<file path="config.mk">
export PLATFORM = sky130hd
export DESIGN_NAME = spi_fifo_trig
export DESIGN_NICKNAME = d
export VERILOG_FILES = /design/src/rtl/spf_pkg.sv /design/src/rtl/spf_byte_fifo.sv /design/src/rtl/spf_trigger.sv /design/src/rtl/spf_ctrl_regs.sv /design/src/rtl/spi_fifo_trig.sv
export SDC_FILE = /design/constraint.sdc
export NUM_CORES = 2
export LEC_CHECK = 0
export CAP_MARGIN = 20
export CORE_MARGIN = 1
export CORE_UTILIZATION = 60
export CTS_CLUSTER_SIZE = 24
export DETAILED_ROUTE_END_ITERATION = 8
export PLACE_DENSITY = 0.77
export SYNTH_ARGS = -nofsm -noshare
export SYNTH_HDL_FRONTEND = slang
export SYNTH_SLANG_ARGS = --single-unit
</file>
<file path="constraint.sdc">
create_clock -name clk -period 8.3 [get_ports clk]
set_input_delay 2.49 -clock clk [delete_from_list [all_inputs] [get_ports clk]]
set_output_delay 2.49 -clock clk [all_outputs]
set_load 0.02 [all_outputs]
</file>
<file path="src/rtl/spf_pkg.sv">
package spf_pkg;

   // Field positions inside the control and status words
   localparam int FLD_W       = 8;
   localparam int RX_LVL_LSB  = 0;
   localparam int TX_LVL_LSB  = 16;
   localparam int RX_DMA_BIT  = 8;
   localparam int TX_DMA_BIT  = 24;
   localparam int RX_FLSH_BIT = 15;
   localparam int TX_FLSH_BIT = 31;
   localparam int RX_UNF_BIT  = 8;
   localparam int TX_OVF_BIT  = 24;

   typedef struct packed {
      logic [FLD_W-1:0] rx_lvl;
      logic [FLD_W-1:0] tx_lvl;
      logic             rx_dma_en;
      logic             tx_dma_en;
   } spf_cfg_t;

   typedef enum logic {
      TRIG_AT_OR_ABOVE = 1'b0,
      TRIG_AT_OR_BELOW = 1'b1
   } spf_trig_dir_e;

endpackage

</file>
<file path="src/rtl/spf_byte_fifo.sv">
module spf_byte_fifo #(
   parameter int DEPTH = 128,
   parameter int DW    = 8,
   localparam int AW   = $clog2(DEPTH),
   localparam int CW   = $clog2(DEPTH + 1)
) (
   input  logic          clk,
   input  logic          rst_n,
   input  logic          flush,
   input  logic          push,
   input  logic [DW-1:0] din,
   input  logic          pop,
   output logic [DW-1:0] dout,
   output logic [CW-1:0] count,
   output logic          full,
   output logic          empty,
   output logic          push_drop,
   output logic          pop_miss
);

   if (DEPTH < 2 || (DEPTH & (DEPTH - 1)) != 0) begin : g_bad_depth
      $error("spf_byte_fifo: DEPTH must be a power of two of at least 2");
   end

   logic [DW-1:0] mem [DEPTH];
   logic [AW-1:0] wr_ptr, rd_ptr;
   logic [CW-1:0] cnt_q;
   logic          do_push, do_pop;

   assign full      = (cnt_q == CW'(DEPTH));
   assign empty     = (cnt_q == '0);
   assign do_push   = push & ~full;
   assign do_pop    = pop & ~empty;
   assign push_drop = push & full;
   assign pop_miss  = pop & empty;
   assign count     = cnt_q;
   assign dout      = empty ? '0 : mem[rd_ptr];

   always_ff @(posedge clk or negedge rst_n) begin
      if (!rst_n) begin
         wr_ptr <= '0;
         rd_ptr <= '0;
         cnt_q  <= '0;
      end else if (flush) begin
         wr_ptr <= '0;
         rd_ptr <= '0;
         cnt_q  <= '0;
      end else begin
         if (do_push) wr_ptr <= wr_ptr + 1'b1;
         if (do_pop)  rd_ptr <= rd_ptr + 1'b1;
         cnt_q <= cnt_q + CW'(do_push) - CW'(do_pop);
      end
   end

   always_ff @(posedge clk) begin
      if (do_push && !flush) mem[wr_ptr] <= din;
   end

   AST_CNT_BOUND: assert property (@(posedge clk) disable iff (!rst_n)
      cnt_q <= CW'(DEPTH));
   AST_FLUSH_EMPTIES: assert property (@(posedge clk) disable iff (!rst_n)
      flush |=> (cnt_q == '0) && empty);
   AST_FULL_DROP: assert property (@(posedge clk) disable iff (!rst_n)
      push && full && !pop && !flush |=> cnt_q == $past(cnt_q));
   AST_EMPTY_POP: assert property (@(posedge clk) disable iff (!rst_n)
      pop && empty && !push && !flush |=> cnt_q == '0);

endmodule

</file>
<file path="src/rtl/spf_trigger.sv">
module spf_trigger #(
   parameter int                    CW   = 8,
   parameter spf_pkg::spf_trig_dir_e DIR = spf_pkg::TRIG_AT_OR_ABOVE,
   parameter bit                    HOLD = 1'b1
) (
   input  logic          clk,
   input  logic          rst_n,
   input  logic [CW-1:0] count,
   input  logic [7:0]    level,
   input  logic          dma_en,
   input  logic          ack,
   input  logic          flush,
   output logic          irq_flag,
   output logic          dma_req
);

   if (CW > 8) begin : g_bad_cw
      $error("spf_trigger: count must fit the 8-bit status field");
   end

   logic [8:0] cnt_x, lvl_x;
   logic       cond;

   assign cnt_x = 9'(count);
   assign lvl_x = {1'b0, level};

   if (DIR == spf_pkg::TRIG_AT_OR_ABOVE) begin : g_above
      assign cond = (cnt_x != '0) && (cnt_x >= lvl_x);
   end else begin : g_below
      assign cond = (cnt_x <= lvl_x);
   end

   assign dma_req = cond & dma_en;

   if (HOLD) begin : g_hold
      logic pend_q;
      always_ff @(posedge clk or negedge rst_n) begin
         if (!rst_n)      pend_q <= 1'b0;
         else if (flush)  pend_q <= 1'b0;
         else if (cond)   pend_q <= 1'b1;
         else if (ack)    pend_q <= 1'b0;
      end
      assign irq_flag = cond | pend_q;

      AST_PEND_HOLD: assert property (@(posedge clk) disable iff (!rst_n)
         irq_flag && !ack && !flush |=> irq_flag);
   end else begin : g_level
      logic unused_hold;
      assign unused_hold = ack ^ flush ^ clk ^ rst_n;
      assign irq_flag    = cond;
   end

endmodule

</file>
<file path="src/rtl/spf_ctrl_regs.sv">
module spf_ctrl_regs
   import spf_pkg::*;
(
   input  logic        clk,
   input  logic        rst_n,
   input  logic        wr_en,
   input  logic [31:0] wdata,
   output spf_cfg_t    cfg,
   output logic        rx_flush,
   output logic        tx_flush,
   output logic [31:0] rdata
);

   spf_cfg_t cfg_q;
   logic     rx_fl_q, tx_fl_q;

   always_ff @(posedge clk or negedge rst_n) begin
      if (!rst_n) begin
         cfg_q   <= '0;
         rx_fl_q <= 1'b0;
         tx_fl_q <= 1'b0;
      end else begin
         rx_fl_q <= wr_en & wdata[RX_FLSH_BIT];
         tx_fl_q <= wr_en & wdata[TX_FLSH_BIT];
         if (wr_en) begin
            cfg_q.rx_lvl    <= wdata[RX_LVL_LSB +: FLD_W];
            cfg_q.tx_lvl    <= wdata[TX_LVL_LSB +: FLD_W];
            cfg_q.rx_dma_en <= wdata[RX_DMA_BIT];
            cfg_q.tx_dma_en <= wdata[TX_DMA_BIT];
         end
      end
   end

   always_comb begin
      rdata                         = '0;
      rdata[RX_LVL_LSB +: FLD_W]    = cfg_q.rx_lvl;
      rdata[TX_LVL_LSB +: FLD_W]    = cfg_q.tx_lvl;
      rdata[RX_DMA_BIT]             = cfg_q.rx_dma_en;
      rdata[TX_DMA_BIT]             = cfg_q.tx_dma_en;
   end

   assign cfg      = cfg_q;
   assign rx_flush = rx_fl_q;
   assign tx_flush = tx_fl_q;

   AST_FLUSH_SELFCLR: assert property (@(posedge clk) disable iff (!rst_n)
      rx_fl_q && !(wr_en && wdata[RX_FLSH_BIT]) |=> !rx_fl_q);

endmodule

</file>
<file path="src/rtl/spi_fifo_trig.sv">
module spi_fifo_trig
   import spf_pkg::*;
#(
   parameter int DEPTH = 128,
   localparam int CW   = $clog2(DEPTH + 1)
) (
   input  logic        clk,
   input  logic        rst_n,
   input  logic        ctl_wr,
   input  logic [31:0] ctl_wdata,
   output logic [31:0] ctl_rdata,
   output logic [31:0] stat_word,
   input  logic        rx_rdy_ack,
   input  logic        bus_tx_push,
   input  logic [7:0]  bus_tx_data,
   input  logic        bus_rx_pop,
   output logic [7:0]  bus_rx_data,
   input  logic        eng_tx_pop,
   output logic [7:0]  eng_tx_data,
   output logic        eng_tx_empty,
   input  logic        eng_rx_push,
   input  logic [7:0]  eng_rx_data,
   output logic        eng_rx_full,
   output logic        rx_ready,
   output logic        tx_request,
   output logic        rx_dma_req,
   output logic        tx_dma_req
);

   if (DEPTH > 128) begin : g_bad_depth
      $error("spi_fifo_trig: DEPTH above 128 does not fit the status field");
   end

   localparam int NDIR = 2;   // index 0 = receive, 1 = transmit

   spf_cfg_t cfg;
   logic     rx_flush, tx_flush;

   spf_ctrl_regs u_ctrl (
      .clk      (clk),
      .rst_n    (rst_n),
      .wr_en    (ctl_wr),
      .wdata    (ctl_wdata),
      .cfg      (cfg),
      .rx_flush (rx_flush),
      .tx_flush (tx_flush),
      .rdata    (ctl_rdata)
   );

   logic [NDIR-1:0] q_push, q_pop, q_flush, q_full, q_empty, q_drop, q_miss;
   logic [NDIR-1:0] q_dma_en, q_ack, q_flag, q_dreq;
   logic [7:0]      q_din [NDIR];
   logic [7:0]      q_dout[NDIR];
   logic [7:0]      q_lvl [NDIR];
   logic [CW-1:0]   q_cnt [NDIR];

   assign q_push  = {bus_tx_push, eng_rx_push};
   assign q_pop   = {eng_tx_pop, bus_rx_pop};
   assign q_flush = {tx_flush, rx_flush};
   assign q_din[0] = eng_rx_data;
   assign q_din[1] = bus_tx_data;
   assign q_lvl[0] = cfg.rx_lvl;
   assign q_lvl[1] = cfg.tx_lvl;
   assign q_dma_en = {cfg.tx_dma_en, cfg.rx_dma_en};
   assign q_ack    = {1'b0, rx_rdy_ack};

   for (genvar gi = 0; gi < NDIR; gi++) begin : g_dir
      spf_byte_fifo #(.DEPTH(DEPTH), .DW(8)) u_fifo (
         .clk       (clk),
         .rst_n     (rst_n),
         .flush     (q_flush[gi]),
         .push      (q_push[gi]),
         .din       (q_din[gi]),
         .pop       (q_pop[gi]),
         .dout      (q_dout[gi]),
         .count     (q_cnt[gi]),
         .full      (q_full[gi]),
         .empty     (q_empty[gi]),
         .push_drop (q_drop[gi]),
         .pop_miss  (q_miss[gi])
      );

      spf_trigger #(
         .CW   (CW),
         .DIR  ((gi == 0) ? TRIG_AT_OR_ABOVE : TRIG_AT_OR_BELOW),
         .HOLD (gi == 0)
      ) u_trig (
         .clk      (clk),
         .rst_n    (rst_n),
         .count    (q_cnt[gi]),
         .level    (q_lvl[gi]),
         .dma_en   (q_dma_en[gi]),
         .ack      (q_ack[gi]),
         .flush    (q_flush[gi]),
         .irq_flag (q_flag[gi]),
         .dma_req  (q_dreq[gi])
      );
   end

   // Sticky error flags, bus side only
   logic rx_unf_q, tx_ovf_q;

   always_ff @(posedge clk or negedge rst_n) begin
      if (!rst_n) begin
         rx_unf_q <= 1'b0;
         tx_ovf_q <= 1'b0;
      end else begin
         if (rx_flush)       rx_unf_q <= 1'b0;
         else if (q_miss[0]) rx_unf_q <= 1'b1;
         if (tx_flush)       tx_ovf_q <= 1'b0;
         else if (q_drop[1]) tx_ovf_q <= 1'b1;
      end
   end

   always_comb begin
      stat_word                    = '0;
      stat_word[7:0]               = 8'(q_cnt[0]);
      stat_word[23:16]             = 8'(q_cnt[1]);
      stat_word[RX_UNF_BIT]        = rx_unf_q;
      stat_word[TX_OVF_BIT]        = tx_ovf_q;
   end

   logic unused_sides;
   assign unused_sides = q_drop[0] ^ q_miss[1] ^ q_full[1] ^ q_empty[0];

   assign bus_rx_data  = q_dout[0];
   assign eng_tx_data  = q_dout[1];
   assign eng_tx_empty = q_empty[1];
   assign eng_rx_full  = q_full[0];
   assign rx_ready     = q_flag[0];
   assign tx_request   = q_flag[1];
   assign rx_dma_req   = q_dreq[0];
   assign tx_dma_req   = q_dreq[1];

endmodule

</file>
# Word level (Yosys, flattened, before mapping)
# Memory sizes are Yosys's and may differ from the RTL's.
# Index checks and enable logic that the tools add are counted.
# W data, S select, Z words.
# totals
inputBits	56
register_bits	67
mem_bits_rw	2048
output_inout_bits	86
memories	2
word_cells	82
# op_classes
order_cmp	2
n_eq_ne	2
n_mux	23
addsub	8
bitwise_logic	15
reduce_logical	15
# mem_list
name	words	word_bits	read_ports	rd_ports_with_merged_regs	wr	line_no	source
g_dir[0].u_fifo.mem	128	8	1	0	1	spf_byte_fifo.sv:25	logic [DW-1:0] mem [DEPTH];
g_dir[1].u_fifo.mem	128	8	1	0	1	spf_byte_fifo.sv:25	
# ops
cell	count
$mux W7	8
$mux W8	4
$add A7 B1 Y7 const B	4
$add A8 B1 Y8	2
$eq A8 B8 Y1 const B	2
$logic_not A8 Y1	2
$sub A8 B1 Y8	2
$reduce_bool A2 Y1	6
$mux W1	11
$and A1 B1 Y1	10
$reduce_bool A9 Y1	1
$ge A8 B8 Y1	1
$le A8 B8 Y1	1
$not A1 Y1	4
$logic_and A1 B1 Y1	3
$reduce_bool A3 Y1	1
$logic_not A1 Y1	2
$or A1 B1 Y1	1

# Depth between registers and ports, before layout
# depth
ltp_word	6
depth_mapped	17
mapped_depth_nobuf	16

# Cells and area by module
# From an unflattened synthesis, not the netlist that was laid out.
# unflattened
cells_unflattened	4245
hier_area_um2	84800.1
# by_module_without_submodules
module	cells_each	n_inst	seq_area_each_um2	area_each_um2
spf_byte_fifo (g_dir[1].u_fifo)	2024	1	31300.0	41787.6
spf_byte_fifo (g_dir[0].u_fifo)	2059	1	31300.0	41274.6
spf_ctrl_regs	75	1	500.5	1049.8
spf_trigger (g_dir[0].u_trig)	35	1	25.0	275.3
spf_trigger (g_dir[1].u_trig)	31	1	0.0	219.0
spi_fifo_trig	21	1	50.0	193.9

# Worst setup path after synthesis
# No wires, ideal clock.
# synth_timing
path_type	reg-to-output
from	register g_dir[1].u_fifo.rd_ptr[0]
to	output eng_tx_data[0]
arrival_time_ps	2576
path_slack_ps	3234
path_buffers	5
path_stages_with_launch	13
cell_sequence	dfrtp_1 -> buf_6 -> buf_12 -> buf_12 -> buf_12 -> buf_12 -> mux2i_1 -> a22oi_1 -> nand2_1 -> a221oi_2 -> a21o_1 -> a21oi_1 -> nor4_1
# synth_via
elab_chain_cells	2
# synth_rtl
item	line_no	source
start: declaration	spf_byte_fifo.sv:26	logic [AW-1:0] wr_ptr, rd_ptr;
start signal: assignment	spf_byte_fifo.sv:50	if (do_pop) rd_ptr <= rd_ptr + 1'b1;
$mem_v2 Z128 W8	--	
$mux W8	spf_byte_fifo.sv:37	assign dout = empty ? '0 : mem[rd_ptr];
end: declaration	spi_fifo_trig.sv:19	output logic [7:0] eng_tx_data,
# Every way passes these cells.

# Final worst setup path
# layout_timing
from	register g_dir[1].u_fifo.rd_ptr[0]
to	output eng_tx_data[6]
# The elaborated chain is that of the path after synthesis.

==> run metrics <==
Avg WL per Cell=about 30 um; warning count from the yosys run=0; Lkg Pwr=just under 30 nW; Final min period=around 7900 ps; DIE WIDTH=376.6 um; Worst setup EP type=output pin; max-slew violation count=0; top cells by area, synth=edfxtp_1 (73%), mux4_2 (12%), mux2i_1 (2.6%); relative slew slack=around 22%; detailed placement HPWL=112200 um; status=finished, final reports clean; Least-Margin Pin Slew=between 1000 and 1500 ps; Post-synth ARST share=3.168%; global-route wire length before repair=roughly 280000 um; Fin. Hold Viols=0; Final setup viols=0; Clock Skews=between 20 and 30 ps; CTS root buffer=clkbuf_16; die area=about 140000 um2; die height=between 300 and 400 um; TritonCTS clock tree=built; io pins=142; Cell variety after synth=73; met3 usage=just under 7%; critical path fanouts, max=39; Starting Density=60.41%; Post-CTS Setup Repair Bufs=0; critical path, cell by cell=mux4_2, mux2i_1, nor2_1, a211oi_1, o21ai_1, nor3_1, nor4_1, clkdlybuf4s50_1; Num CTS Buffers=between 150 and 200; Vias=around 42k; Clock transition at path regs=60 ps; unrepaired setup endpoints after global routing=false; via-per-instance ratio=6.604; syn avg cell area=approximately 20 um2; Mapped Cells=around 4.2k; DRC violation count after routing=0; fin cells=6412; Tcrit/Tclk final=a little over nine tenths; P per Cell Area=301.2 nW/um2; placed insts=about 6k; crit path DAT=5430 ps; row count=~140; post-cts gate resize count=0; share of layout cells above drive strength 1=about 19%; most frequent cells in the layout=edfxtp_1 (2048), mux4_2 (448), nor2_1 (352); drt total wl=between 150000 and 200000 um; Layout area overhead=10.65%; max_cap viols=0; Antenna Nets Post-Route=0; grt met1 use=~40%; clk_lat worst skew=850 ps; Core ar.=approximately 140000 um2; commonest non-fill, non-tap cell in the layout=edfxtp_1; Max Clk Rate=approximately 0.13 GHz; total gr overflow=0; Critical Path RT=approximately 5800 ps; crit path launch type=register; largest net degree at the start of global routing=about 100; Max Buffers Root-to-Sink=3; CTS Sinks=approximately 2.1k; vias in the first global route=41.99k; GRT Overall Usage=roughly 27%; max incr delay on CP=930 ps; setup tns final=0 ps; CP max stage cell=dfrtp_4; number of synthesized flops with an enable pin=between 2k and 2.5k; GP Congestion=0.8754; Post-synth top flop=edfxtp_1; Hold Crit Class=register to register; post-synth top area cell=edfxtp_1; initial antenna violation count=1; nets=4471; post-synthesis sequential area ratio=between 70% and 80%; busiest grt layer=met2; Synth top area share=73.05%; CTS H-tree depth=4; kind of critical path=register to output pin; Netlist Area Pre-Place=roughly 84000 um2; #FFs+latches synth=about 2.1k; DRT iter0 DRCs=~6k; drt pass-1 iters=8; Max IR drop VDD=between 0.2 and 0.3 mV; I/O Buffers=about 100; hold_buf cts=0; global routing met2 resource utilization=approximately two fifths
worst max-delay path, delay by kind of cell (launching register included):
kind | cells | cell delay (ps)
AND/OR/NAND/NOR | 3 | 1070
AO/OA/AOI/OAI | 2 | 1060
multiplexers | 2 | 910
flip-flops | 1 | 930
buffers and inverters | 1 | 590
cells by family after synthesis:
logic type               Yosys count  synth area share, %
adder cells (fa/ha/maj)           46               0.7015
AO/OA/AOI/OAI                    343                2.865
buffers and inverters            305                2.365
AND/OR/NAND/NOR                  683                3.516
other                              1             0.004454
flip-flops                      2115                75.04
XOR/XNOR                          31               0.3225
multiplexers                     690                15.18
registers in the layout, summed over array words and instances, names as in the netlist:
name	cells
u_ctrl.cfg	18
g_dir.u_fifo.rd_ptr	14
tx_ovf_q	1
g_dir.u_fifo.wr_ptr	14
u_ctrl.tx_flush	1
g_dir.u_fifo.count	16
g_dir.u_fifo.mem	2048
rx_unf_q	1
u_ctrl.rx_flush	1
g_dir.u_trig.g_hold.pend_q	1
routing by layer:
layer | vias up | routed length [um]
li1 | 17430 | -
met2 | 2650 | 88160
met5 | - | 0
met3 | 426 | 22720
met4 | 0 | 6179
met1 | 21850 | 73370
path summary, 6_finish.rpt:
path / endpoint / depth (start not counted) / startpoint / slack [ps]
max: eng_tx_data[6] / 8 / g_dir[1].u_fifo.rd_ptr[0]$_DFFE_PN0P_ / 380
min: g_dir[0].u_trig.g_hold.pend_q$_DFFE_PN0P_ / 2 / g_dir[0].u_trig.g_hold.pend_q$_DFFE_PN0P_ / 500
max in group asynchronous: g_dir[0].u_fifo.rd_ptr[1]$_DFFE_PN0P_ / 1 / rst_n / 5670
max reg2reg: g_dir[0].u_fifo.count[6]$_DFF_PN0_ / 16 / g_dir[0].u_fifo.count[2]$_DFF_PN0_ / 3880
min reg2reg: g_dir[0].u_trig.g_hold.pend_q$_DFFE_PN0P_ / 2 / g_dir[0].u_trig.g_hold.pend_q$_DFFE_PN0P_ / 500
min in group asynchronous: g_dir[1].u_fifo.count[2]$_DFF_PN0_ / 1 / rst_n / 1820
synth_stat cells (7+ instances only):
master / number
a22o_1: 11
a2111oi_0: 8
buf_1: 17
and2_1: 9
nand2_1: 160
a31oi_1: 8
a21o_1: 7
o22ai_1: 24
mux2i_1: 218
buf_6: 30
inv_1: 43
nand3_1: 32
mux4_2: 448
nor2_1: 352
buf_2: 59
clkbuf_1: 75
xnor2_1: 15
mux2_2: 8
nor2b_1: 33
dfrtp_1: 67
a221oi_1: 8
nand4_1: 11
o211ai_1: 7
buf_4: 55
ha_1: 44
nor3_1: 22
xor2_1: 16
nand3b_1: 9
buf_8: 10
o221ai_1: 26
buf_12: 14
a21oi_1: 76
edfxtp_1: 2048
nand2b_1: 18
nor3b_1: 8
mux4_1: 16
a211oi_1: 31
a22oi_1: 50
nor4_1: 9
o21ai_0: 33
per-stage QoR:
step	cell area [um2]	power (W)	setup slack [ps]	util [%]	hold slack [ps]
floorplan	84290	0.01715	3234	-	442.7
global placement	86650	0.01904	1260	62.18	469.5
detailed placement	86650	0.01912	1312	62.18	484.9
CTS	93150	0.02810	414.3	66.84	502.4
global route	93150	0.02890	162.1	66.84	533.3
finish	93150	0.02805	377.2	66.84	496.1
cell type report:
class                           count  area [um2]
Multi-Input combinational cell   1821       19140
Inverter                           45       171.4
Clock inverter                    105        1151
Tap cell                         1876        2347
Clock buffer                      260        5350
Timing Repair Buffer              189        1792
Sequential cell                  2115       63200
Fill cell                        8478       46210
Antenna cell                        1       2.502
power by group:
part           internal [W]  switching [W]
sequential           0.0119       0.000303
combinational       0.00303        0.00379
clock               0.00515        0.00391
(Power assumes the default switching activity.)
